==> config.mk <==
export PLATFORM = sky130hd
export DESIGN_NAME = sram_lane_ctrl
export DESIGN_NICKNAME = d
export VERILOG_FILES = /design/src/rtl/sramc_pkg.sv /design/src/rtl/sramc_timer.sv /design/src/rtl/sramc_seq.sv /design/src/rtl/sramc_lanes.sv /design/src/rtl/sram_lane_ctrl.sv
export SDC_FILE = /design/constraint.sdc
export NUM_CORES = 1
export LEC_CHECK = 0
export ABC_AREA = 0
export BUFFER_PORTS_ARGS = -buffer_cell sky130_fd_sc_hd__clkbuf_2
export CAP_MARGIN = 25
export CORE_MARGIN = 4
export CORE_UTILIZATION = 40
export CTS_BUF_LIST = sky130_fd_sc_hd__clkbuf_8
export CTS_CLUSTER_SIZE = 16
export DETAILED_ROUTE_END_ITERATION = 16
export PLACE_DENSITY = 0.74
export RECOVER_POWER = 25
export SLEW_MARGIN = 20
export SYNTH_ARGS = -nofsm -noshare
export SYNTH_HDL_FRONTEND = slang
export SYNTH_SLANG_ARGS = --single-unit
==> constraint.sdc <==
create_clock -name clk -period 3.8 [get_ports clk]
set_clock_uncertainty 0.1 [all_clocks]
set_input_delay 0.57 -clock clk [delete_from_list [all_inputs] [get_ports clk]]
set_output_delay 0.57 -clock clk [all_outputs]
set_load 0.1 [all_outputs]
==> src/rtl/sramc_pkg.sv <==
package sramc_pkg;

  typedef enum logic [2:0] {
    ST_IDLE  = 3'd0,
    ST_RD    = 3'd1,
    ST_WLEAD = 3'd2,
    ST_WDATA = 3'd3,
    ST_WHOLD = 3'd4,
    ST_GAP   = 3'd5,
    ST_SKIP  = 3'd6
  } st_e;

  // nanoseconds to whole clock cycles, rounded up, never below one
  function automatic int ns_to_cyc(input int ns, input int clk_ns);
    int r;
    r = (ns + clk_ns - 1) / clk_ns;
    if (r < 1) r = 1;
    return r;
  endfunction

  function automatic int imax(input int a, input int b);
    return (a > b) ? a : b;
  endfunction

endpackage

==> src/rtl/sramc_timer.sv <==
module sramc_timer #(
  parameter int CNT_W = 2
) (
  input  logic             clk,
  input  logic             rst,
  input  logic             load,
  input  logic [CNT_W-1:0] load_val,
  output logic             zero
);

  logic [CNT_W-1:0] cnt;

  always_ff @(posedge clk) begin
    if (rst) begin
      cnt <= '0;
    end else if (load) begin
      cnt <= load_val;
    end else if (cnt != '0) begin
      cnt <= cnt - 1'b1;
    end
  end

  assign zero = (cnt == '0);

endmodule

==> src/rtl/sramc_seq.sv <==
module sramc_seq
  import sramc_pkg::*;
#(
  parameter int CNT_W    = 2,
  parameter int RD_CYC   = 2,
  parameter int DLY_CYC  = 1,
  parameter int WDAT_CYC = 1,
  parameter int HOLD_CYC = 1,
  parameter int GAP_CYC  = 1
) (
  input  logic             clk,
  input  logic             rst,
  input  logic             req_valid,
  input  logic             req_write,
  input  logic             mask_zero,
  input  logic             tmr_zero,
  output logic             ready,
  output logic             done,
  output logic             accept,
  output logic             tmr_load,
  output logic [CNT_W-1:0] tmr_val,
  output logic             en_nxt,
  output logic             we_nxt,
  output logic             oe_nxt,
  output logic             drv_nxt,
  output logic             capture,
  output logic             clear
);

  st_e  st, nxt;
  logic fin;

  assign accept = ready & req_valid;

  always_comb begin
    nxt      = st;
    tmr_load = 1'b0;
    tmr_val  = '0;
    fin      = 1'b0;
    capture  = 1'b0;
    clear    = 1'b0;
    case (st)
      ST_IDLE: begin
        if (accept) begin
          if (mask_zero) begin
            nxt   = ST_SKIP;
            clear = ~req_write;
          end else if (req_write) begin
            nxt      = ST_WLEAD;
            tmr_load = 1'b1;
            tmr_val  = CNT_W'(DLY_CYC - 1);
          end else begin
            nxt      = ST_RD;
            tmr_load = 1'b1;
            tmr_val  = CNT_W'(RD_CYC - 1);
          end
        end
      end
      ST_RD: begin
        if (tmr_zero) begin
          nxt      = ST_GAP;
          tmr_load = 1'b1;
          tmr_val  = CNT_W'(GAP_CYC - 1);
          capture  = 1'b1;
          fin      = 1'b1;
        end
      end
      ST_WLEAD: begin
        if (tmr_zero) begin
          nxt      = ST_WDATA;
          tmr_load = 1'b1;
          tmr_val  = CNT_W'(WDAT_CYC - 1);
        end
      end
      ST_WDATA: begin
        if (tmr_zero) begin
          nxt      = ST_WHOLD;
          tmr_load = 1'b1;
          tmr_val  = CNT_W'(HOLD_CYC - 1);
        end
      end
      ST_WHOLD: begin
        if (tmr_zero) begin
          nxt      = ST_GAP;
          tmr_load = 1'b1;
          tmr_val  = CNT_W'(GAP_CYC - 1);
          fin      = 1'b1;
        end
      end
      ST_GAP: begin
        if (tmr_zero) nxt = ST_IDLE;
      end
      ST_SKIP: nxt = ST_IDLE;
      default: nxt = ST_IDLE;
    endcase
  end

  // control levels for the state being entered; registered downstream
  assign en_nxt  = (nxt == ST_RD) || (nxt == ST_WLEAD) ||
                   (nxt == ST_WDATA) || (nxt == ST_WHOLD);
  assign we_nxt  = (nxt == ST_WLEAD) || (nxt == ST_WDATA);
  assign oe_nxt  = (nxt == ST_RD);
  assign drv_nxt = (nxt == ST_WDATA) || (nxt == ST_WHOLD);

  always_ff @(posedge clk) begin
    if (rst) begin
      st    <= ST_IDLE;
      ready <= 1'b1;
      done  <= 1'b0;
    end else begin
      st    <= nxt;
      ready <= (nxt == ST_IDLE);
      done  <= fin | (accept & mask_zero);
    end
  end

endmodule

==> src/rtl/sramc_lanes.sv <==
module sramc_lanes #(
  parameter int LANES  = 4,
  parameter int LANE_W = 8,
  localparam int DW    = LANES * LANE_W
) (
  input  logic             clk,
  input  logic             rst,
  input  logic [LANES-1:0] mask_nxt,
  input  logic [LANES-1:0] mask_q,
  input  logic             en_nxt,
  input  logic             we_nxt,
  input  logic             capture,
  input  logic             clear,
  input  logic [DW-1:0]    dq_in,
  output logic [LANES-1:0] en_n,
  output logic [LANES-1:0] we_n,
  output logic [DW-1:0]    rdata
);

  for (genvar g = 0; g < LANES; g++) begin : g_lane
    always_ff @(posedge clk) begin
      if (rst) begin
        en_n[g] <= 1'b1;
        we_n[g] <= 1'b1;
        rdata[g*LANE_W +: LANE_W] <= '0;
      end else begin
        en_n[g] <= ~(en_nxt & mask_nxt[g]);
        we_n[g] <= ~(we_nxt & mask_nxt[g]);
        if (clear) begin
          rdata[g*LANE_W +: LANE_W] <= '0;
        end else if (capture) begin
          rdata[g*LANE_W +: LANE_W] <= mask_q[g] ? dq_in[g*LANE_W +: LANE_W] : '0;
        end
      end
    end
  end

endmodule

==> src/rtl/sram_lane_ctrl.sv <==
module sram_lane_ctrl
  import sramc_pkg::*;
#(
  parameter int ADDR_W     = 19,
  parameter int LANES      = 4,
  parameter int LANE_W     = 8,
  parameter int CLK_NS     = 10,
  parameter int T_ACC_NS   = 17,
  parameter int T_OE_NS    = 7,
  parameter int T_WP_NS    = 12,
  parameter int T_TURN_NS  = 5,
  parameter int T_DSU_NS   = 7,
  parameter int T_HOLD_NS  = 2,
  parameter int T_GAP_NS   = 3,
  localparam int DW        = LANES * LANE_W
) (
  input  logic              clk,
  input  logic              rst,
  input  logic              req_valid,
  input  logic              req_write,
  input  logic [ADDR_W-1:0] req_addr,
  input  logic [DW-1:0]     req_wdata,
  input  logic [LANES-1:0]  req_mask,
  output logic              req_ready,
  output logic              done,
  output logic [DW-1:0]     rdata,
  output logic [ADDR_W-1:0] mem_addr,
  output logic [LANES-1:0]  mem_en_n,
  output logic [LANES-1:0]  mem_we_n,
  output logic              mem_oe_n,
  output logic [DW-1:0]     mem_dq_out,
  output logic              mem_dq_oe,
  input  logic [DW-1:0]     mem_dq_in
);

  localparam int RD_CYC   = imax(ns_to_cyc(T_ACC_NS, CLK_NS), ns_to_cyc(T_OE_NS, CLK_NS));
  localparam int DLY_CYC  = ns_to_cyc(T_TURN_NS, CLK_NS);
  localparam int DSU_CYC  = ns_to_cyc(T_DSU_NS, CLK_NS);
  localparam int WP_CYC   = imax(ns_to_cyc(T_WP_NS, CLK_NS), DLY_CYC + DSU_CYC);
  localparam int WDAT_CYC = WP_CYC - DLY_CYC;
  localparam int HOLD_CYC = ns_to_cyc(T_HOLD_NS, CLK_NS);
  localparam int GAP_CYC  = ns_to_cyc(T_GAP_NS, CLK_NS);
  localparam int MAX_CYC  = imax(imax(RD_CYC, WP_CYC), imax(HOLD_CYC, GAP_CYC));
  localparam int CNT_W    = $clog2(MAX_CYC + 1);

  logic             accept, tmr_load, tmr_zero;
  logic [CNT_W-1:0] tmr_val;
  logic             en_nxt, we_nxt, oe_nxt, drv_nxt, capture, clear;
  logic [LANES-1:0] mask_q, mask_nxt;
  logic             mask_zero;

  assign mask_zero = (req_mask == '0);
  assign mask_nxt  = accept ? req_mask : mask_q;

  sramc_timer #(.CNT_W(CNT_W)) u_tmr (
    .clk      (clk),
    .rst      (rst),
    .load     (tmr_load),
    .load_val (tmr_val),
    .zero     (tmr_zero)
  );

  sramc_seq #(
    .CNT_W    (CNT_W),
    .RD_CYC   (RD_CYC),
    .DLY_CYC  (DLY_CYC),
    .WDAT_CYC (WDAT_CYC),
    .HOLD_CYC (HOLD_CYC),
    .GAP_CYC  (GAP_CYC)
  ) u_seq (
    .clk       (clk),
    .rst       (rst),
    .req_valid (req_valid),
    .req_write (req_write),
    .mask_zero (mask_zero),
    .tmr_zero  (tmr_zero),
    .ready     (req_ready),
    .done      (done),
    .accept    (accept),
    .tmr_load  (tmr_load),
    .tmr_val   (tmr_val),
    .en_nxt    (en_nxt),
    .we_nxt    (we_nxt),
    .oe_nxt    (oe_nxt),
    .drv_nxt   (drv_nxt),
    .capture   (capture),
    .clear     (clear)
  );

  sramc_lanes #(.LANES(LANES), .LANE_W(LANE_W)) u_lanes (
    .clk      (clk),
    .rst      (rst),
    .mask_nxt (mask_nxt),
    .mask_q   (mask_q),
    .en_nxt   (en_nxt),
    .we_nxt   (we_nxt),
    .capture  (capture),
    .clear    (clear),
    .dq_in    (mem_dq_in),
    .en_n     (mem_en_n),
    .we_n     (mem_we_n),
    .rdata    (rdata)
  );

  // shared pins and request capture
  always_ff @(posedge clk) begin
    if (rst) begin
      mask_q     <= '0;
      mem_addr   <= '0;
      mem_dq_out <= '0;
      mem_oe_n   <= 1'b1;
      mem_dq_oe  <= 1'b0;
    end else begin
      mem_oe_n  <= ~oe_nxt;
      mem_dq_oe <= drv_nxt;
      if (accept && !mask_zero) begin
        mask_q   <= req_mask;
        mem_addr <= req_addr;
        if (req_write) mem_dq_out <= req_wdata;
      end
    end
  end

endmodule

# Word level (Yosys, flattened, before mapping)
# Cells that the tools add are included.
[totals]
inputBits = 91
regBits = 104
[op_classes]
mux = 28
reduce_logical = 17
add_sub_neg = 1
bitwise_logic = 21
eq_ne = 9
[op_table]
columns = ["op", "count"]
rows = [
  ["two-way mux 8 bit", 4],
  ["two-way mux 3 bit", 6],
  ["one-hot mux 3 bit (5 select lines)", 1],
  ["== test 3 x 2 -> 1 bit, second input constant", 4],
  ["two-way mux 2 bit", 6],
  ["bitwise AND 1 bit", 10],
  ["inverter 1 bit", 10],
  ["== test 3 bit, second input constant", 3],
  ["two-way mux 1 bit", 9],
  ["== test 3 x 1 -> 1 bit, second input constant", 2],
  ["logical NOT 3 bit", 2],
  ["logical OR 1 bit", 5],
  ["logical NOT 4 bit", 1],
  ["two-way mux 4 bit", 1],
  ["nonzero test 2 bit", 2],
  ["OR reduction 2 bit", 2],
  ["OR reduction 4 bit", 1],
  ["logical NOT 2 bit", 1],
  ["one-hot mux 1 bit (2 select lines)", 1],
  ["AND reduction 2 bit", 1],
  ["subtractor 2 x 1 -> 2 bit, second input constant", 1],
  ["logical AND 1 bit", 1],
  ["logical NOT 1 bit", 1],
  ["bitwise OR 1 bit", 1],
]

# Logic depth before layout (Yosys ltp)
[logic_depth]
depth_word = 10
depth_mapped = 9
ltp_nobuf = 8

# Modules after synthesis
# From an unflattened synthesis, not the netlist that was laid out.
[hier_totals]
cells_unflattened = 482
hier_area_um2 = 4411.7
[by_module_without_submodules]
columns = ["mod", "instances", "cells_each", "area_each_um2"]
rows = [
  ["sram_lane_ctrl", 1, 252, 2269.7],
  ["sramc_lanes", 1, 162, 1580.3],
  ["sramc_seq", 1, 56, 440.4],
  ["sramc_timer", 1, 12, 121.4],
]

# Worst setup path after synthesis
# OpenSTA, ideal clock, no wires.
[synth_path]
kind = "register to register"
start = "register u_seq.ready"
end = "register mem_addr[10]"
t_arrival_ps = 2139
synth_period_minus_slack_ps = 2309
setup_time_ps = 70
path_stages_with_launch = 7
slack_ps = 1491
path_cell_list = "dfxtp_1 > nand2_1 > nor2_1 > buf_2 > clkbuf_1 > nand2_1 > a21oi_1"
[synth_via]
elab_chain_len = 2
[synth_rtl]
columns = ["element", "line_no", "source"]
rows = [
  ["start: declaration", "sramc_seq.sv:17", "output logic ready,"],
  ["start signal: assignment", "sramc_seq.sv:112", "ready <= (nxt == ST_IDLE);"],
  ["bitwise AND 1 bit", "sramc_seq.sv:33", "assign accept = ready & req_valid;"],
  ["logical AND 1 bit", "sram_lane_ctrl.sv:116", "if (accept && !mask_zero) begin"],
  ["end signal: assignment", "sram_lane_ctrl.sv:118", "mem_addr <= req_addr;"],
  ["end: declaration", "sram_lane_ctrl.sv:27", "output logic [ADDR_W-1:0] mem_addr,"],
]
# No other way between the ends.
# A chain may end at the register's enable or synchronous reset.

# Worst setup path in the final report
[layout_path]
start = "input req_mask[0]"
end = "register u_tmr.cnt[0]"
[layout_via]
elab_chain_len = 5
word_cells_on_any_way = 9
[layout_rtl]
columns = ["element", "line_no", "source"]
rows = [
  ["start: declaration", "sram_lane_ctrl.sv:23", "input logic [LANES-1:0] req_mask,"],
  ["logical NOT 4 bit *", "sram_lane_ctrl.sv:52", "assign mask_zero = (req_mask == '0);"],
  ["two-way mux 1 bit or two-way mux 2 bit (tied branches)", "sramc_seq.sv:45", "if (mask_zero) begin"],
  ["two-way mux 1 bit or two-way mux 2 bit (tied branches)", "sramc_seq.sv:44", "if (accept) begin"],
  ["one-hot mux 1 bit (2 select lines) or two-way mux 2 bit (tied branches)", "n/a", ""],
  ["two-way mux 2 bit or nonzero test 2 bit (tied branches)", "n/a", ""],
  ["end signal: assignment", "sramc_timer.sv:17", "cnt <= load_val;"],
  ["end signal: assignment", "sramc_timer.sv:19", "cnt <= cnt - 1'b1;"],
  ["end: declaration", "sramc_timer.sv:11", "logic [CNT_W-1:0] cnt;"],
]
# Every way passes the cells marked *; elsewhere a longest branch is shown, timed or not.

==> results.toml <==
[routing]
vias = 3817
drc = 0
first_iter_violations = 160
drt_wl_total_microns = 10800
post_drt_wl_per_cell_microns = 13.9
first_pass_iters = 5
ant_nets = 0
routed_via_density = 4.91

[synth]
synth_flop_cell = "dfxtp_1"
synth_seq_cells = 104
synthSimpleGateAreaFrac = 0.246
synth_nets = 575
synth-seq-area-share = 0.537
synth_compound_area_frac = 0.155
synth_top_family_by_area = "simple AND/OR/NAND/NOR gates"
synth_area_leaders = "dfxtp_1, nand2_1, a21oi_1, nand3_1, clkbuf_1"
synth.area.mux_share = 0
yosysWarnings = 0
netlist_instances = 483
synth_edf_count = 0
yosysTopAreaCell = "dfxtp_1"
syn_area_sq_um = 3870
synthXorXnorAreaFrac = 0.00226
ys_types = 38
netlist.area_leader.share = 0.537
synth-adder-area-share = 0.00323
async_flop_share = 0
synth.avg_cell_area_sq_um = 8.02

[die]
start_util = 0.415
dieArea_sq_um = 11300
core-area_sq_um = 9330
rows = 35
die_h_microns = 106
die_w_microns = 106
ios = 186

[pwr]
seq_power_share = 0.384
power.share.clock = 0.205
cellPowerDensity_nw_per_um2 = 688
irDropWorstVdd_mv = 0.287
intPower_uw = 1800
p_comb_frac = 0.411
power_switching_uw = 1610
leakage_uw = 0.00209
p_sw_frac = 0.472

[global_routing]
track_usage = 0.186
grt_first_pass_wirelength_microns = 17100
antenna_found_initial = 0
grt_max_degree = 60
grt_overflow = 0
grt_pass1_vias = 3643

[finish]
final_common_cell = "clkbuf_2"
fin_nets = 736
finalNonFillerCells = 778
drive_gt1_frac = 0.294
syn_to_final_growth_pct = 27.8
most-common-layout-cells = "clkbuf_2, nand2_1, dfxtp_1"
diodes = 0

[clock_network]
ctsResizeCount = 0
cts_buffers = 9
htreeDepth = 3
cts_setup_buffers = 0
clk_pin_slew_ps = 110
cts_num_sinks = 104
cts_tree = "done"
insertion_delay_ps = 360
root_buffer = "clkbuf_8"
cts.path.max_buffers = 2
ctsHoldBuffers = 0

[placement]
port_buffers = 185
dp_hpwl_microns = 7900
place_inst = 762
place_congestion = 0.798

[worst_setup_path]
crit_slowest_cell = "nand2_1"
startpoint_type = "input pin"
required_ps = 3950
cpPeakStageDelay_ps = 660
path_max_fanout = 24
cp_data_arrival_time_ps = 2550
critical_path_class = "in2reg"
cp-end-kind = "register"
crit_chain = "clkbuf_1 -> or4_1 -> nand2_1 -> nor2_1 -> a2111oi_2"

[timing]
finalSetupViolCount = 0
min_period_ps = 2400
hold_viol_final = 0
min_period_over_period = 0.632
maxSlewViolCount = 0
max-slew-margin-rel = 0.173
clock.fmax_ghz = 0.416
hold_slack_ps = 309
rsz0062_at_grt = "no"
worstMarginPinSlew_ps = 1250
tns_ps = 0

[outcome]
outcome = "finished clean"

[hold_path]
hold_class = "in2reg"

[run]
maxCapViolations = 0
[metal layers]
metal,vias up,part of all wire,GRT usage
met4,0,0.025,0.0831
met3,22,0.049,0.0401
met5,-,0,0
met1,1764,0.41,0.211
met2,111,0.52,0.332
li1,1920,-,-
[logic make-up (layout without fill, tap and decap cells)]
family                     after synthesis  in the layout
buffers and inverters                   41            207
AOI/OAI and AO/OA                      112            112
xor gates and xnor gates                 1              1
adders and majority gates                1              1
and+or+nand+nor                        224            224
DFF                                    104            104
[critical path: cells and delay by family]
| kind | cells | cell delay [ps] |
|---|---|---|
| buffers and inverters | 1 | 110 |
| AO/OA/AOI/OAI | 1 | 410 |
| AND/OR/NAND/NOR | 3 | 1450 |
[per-stage QoR]
stage | util | total power (uW) | setup WS (ps) | cell area [sq um]
after CTS | 0.534 | 3430 | 1260 | 4980
after detailed placement | 0.512 | 2740 | 1300 | 4780
final | 0.531 | 3410 | 1400 | 4950
after global placement | 0.512 | 2700 | 1430 | 4780
after global routing | 0.531 | 3590 | 1260 | 4950
after floorplan | - | 2520 | 1490 | 3870
[cell usage after synthesis (2+ instances only)]
cell,n
a211oi_1,2
a21oi_1,95
and2_1,3
and3_1,3
buf_2,12
buf_4,3
buf_6,5
clkbuf_1,17
dfxtp_1,104
inv_1,2
nand2_1,160
nand3_1,32
nor2_1,9
nor2b_1,2
nor3_1,6
o21a_1,2
o21ai_0,5
[state kept, by name (all words and copies together), names as in the netlist]
register	cells
u_lanes.rdata	32
mem_dq_out	32
mem_addr	19
u_lanes.we_n	4
mem_oe_n	1
u_seq.ready	1
mem_dq_oe	1
mask_q	4
u_tmr.cnt	2
u_seq.st	3
u_seq.done	1
u_lanes.en_n	4
[power groups by stage]
stage	Sequential [uW]	Combinational (uW)	Clock, uW
finish	1310	1400	700
CTS	1310	1410	719
detailed placement	1330	1400	0
global placement	1330	1370	0
global route	1330	1490	773
floorplan	1940	578	0
[final cells by class]
class	instances	area, sq um
tap	129	161
fill	922	4370
sequential	104	2080
timing repair buffer	188	922
inverter	3	11.3
clock inverter	7	78.8
clock buffer	9	124
multi-input combinational	338	1570
[worst paths after layout]
kind / from / cells after the start / to / slack, ps
max: req_mask[0] / 5 / u_tmr.cnt[0] / 1400
min: req_wdata[9] / 3 / mem_dq_out[9] / 310
max reg2reg: u_seq.ready / 5 / u_tmr.cnt[0] / 1570
min reg2reg: u_lanes.rdata[20] / 2 / u_lanes.rdata[20] / 350
Power figures use the tool's default switching activity.
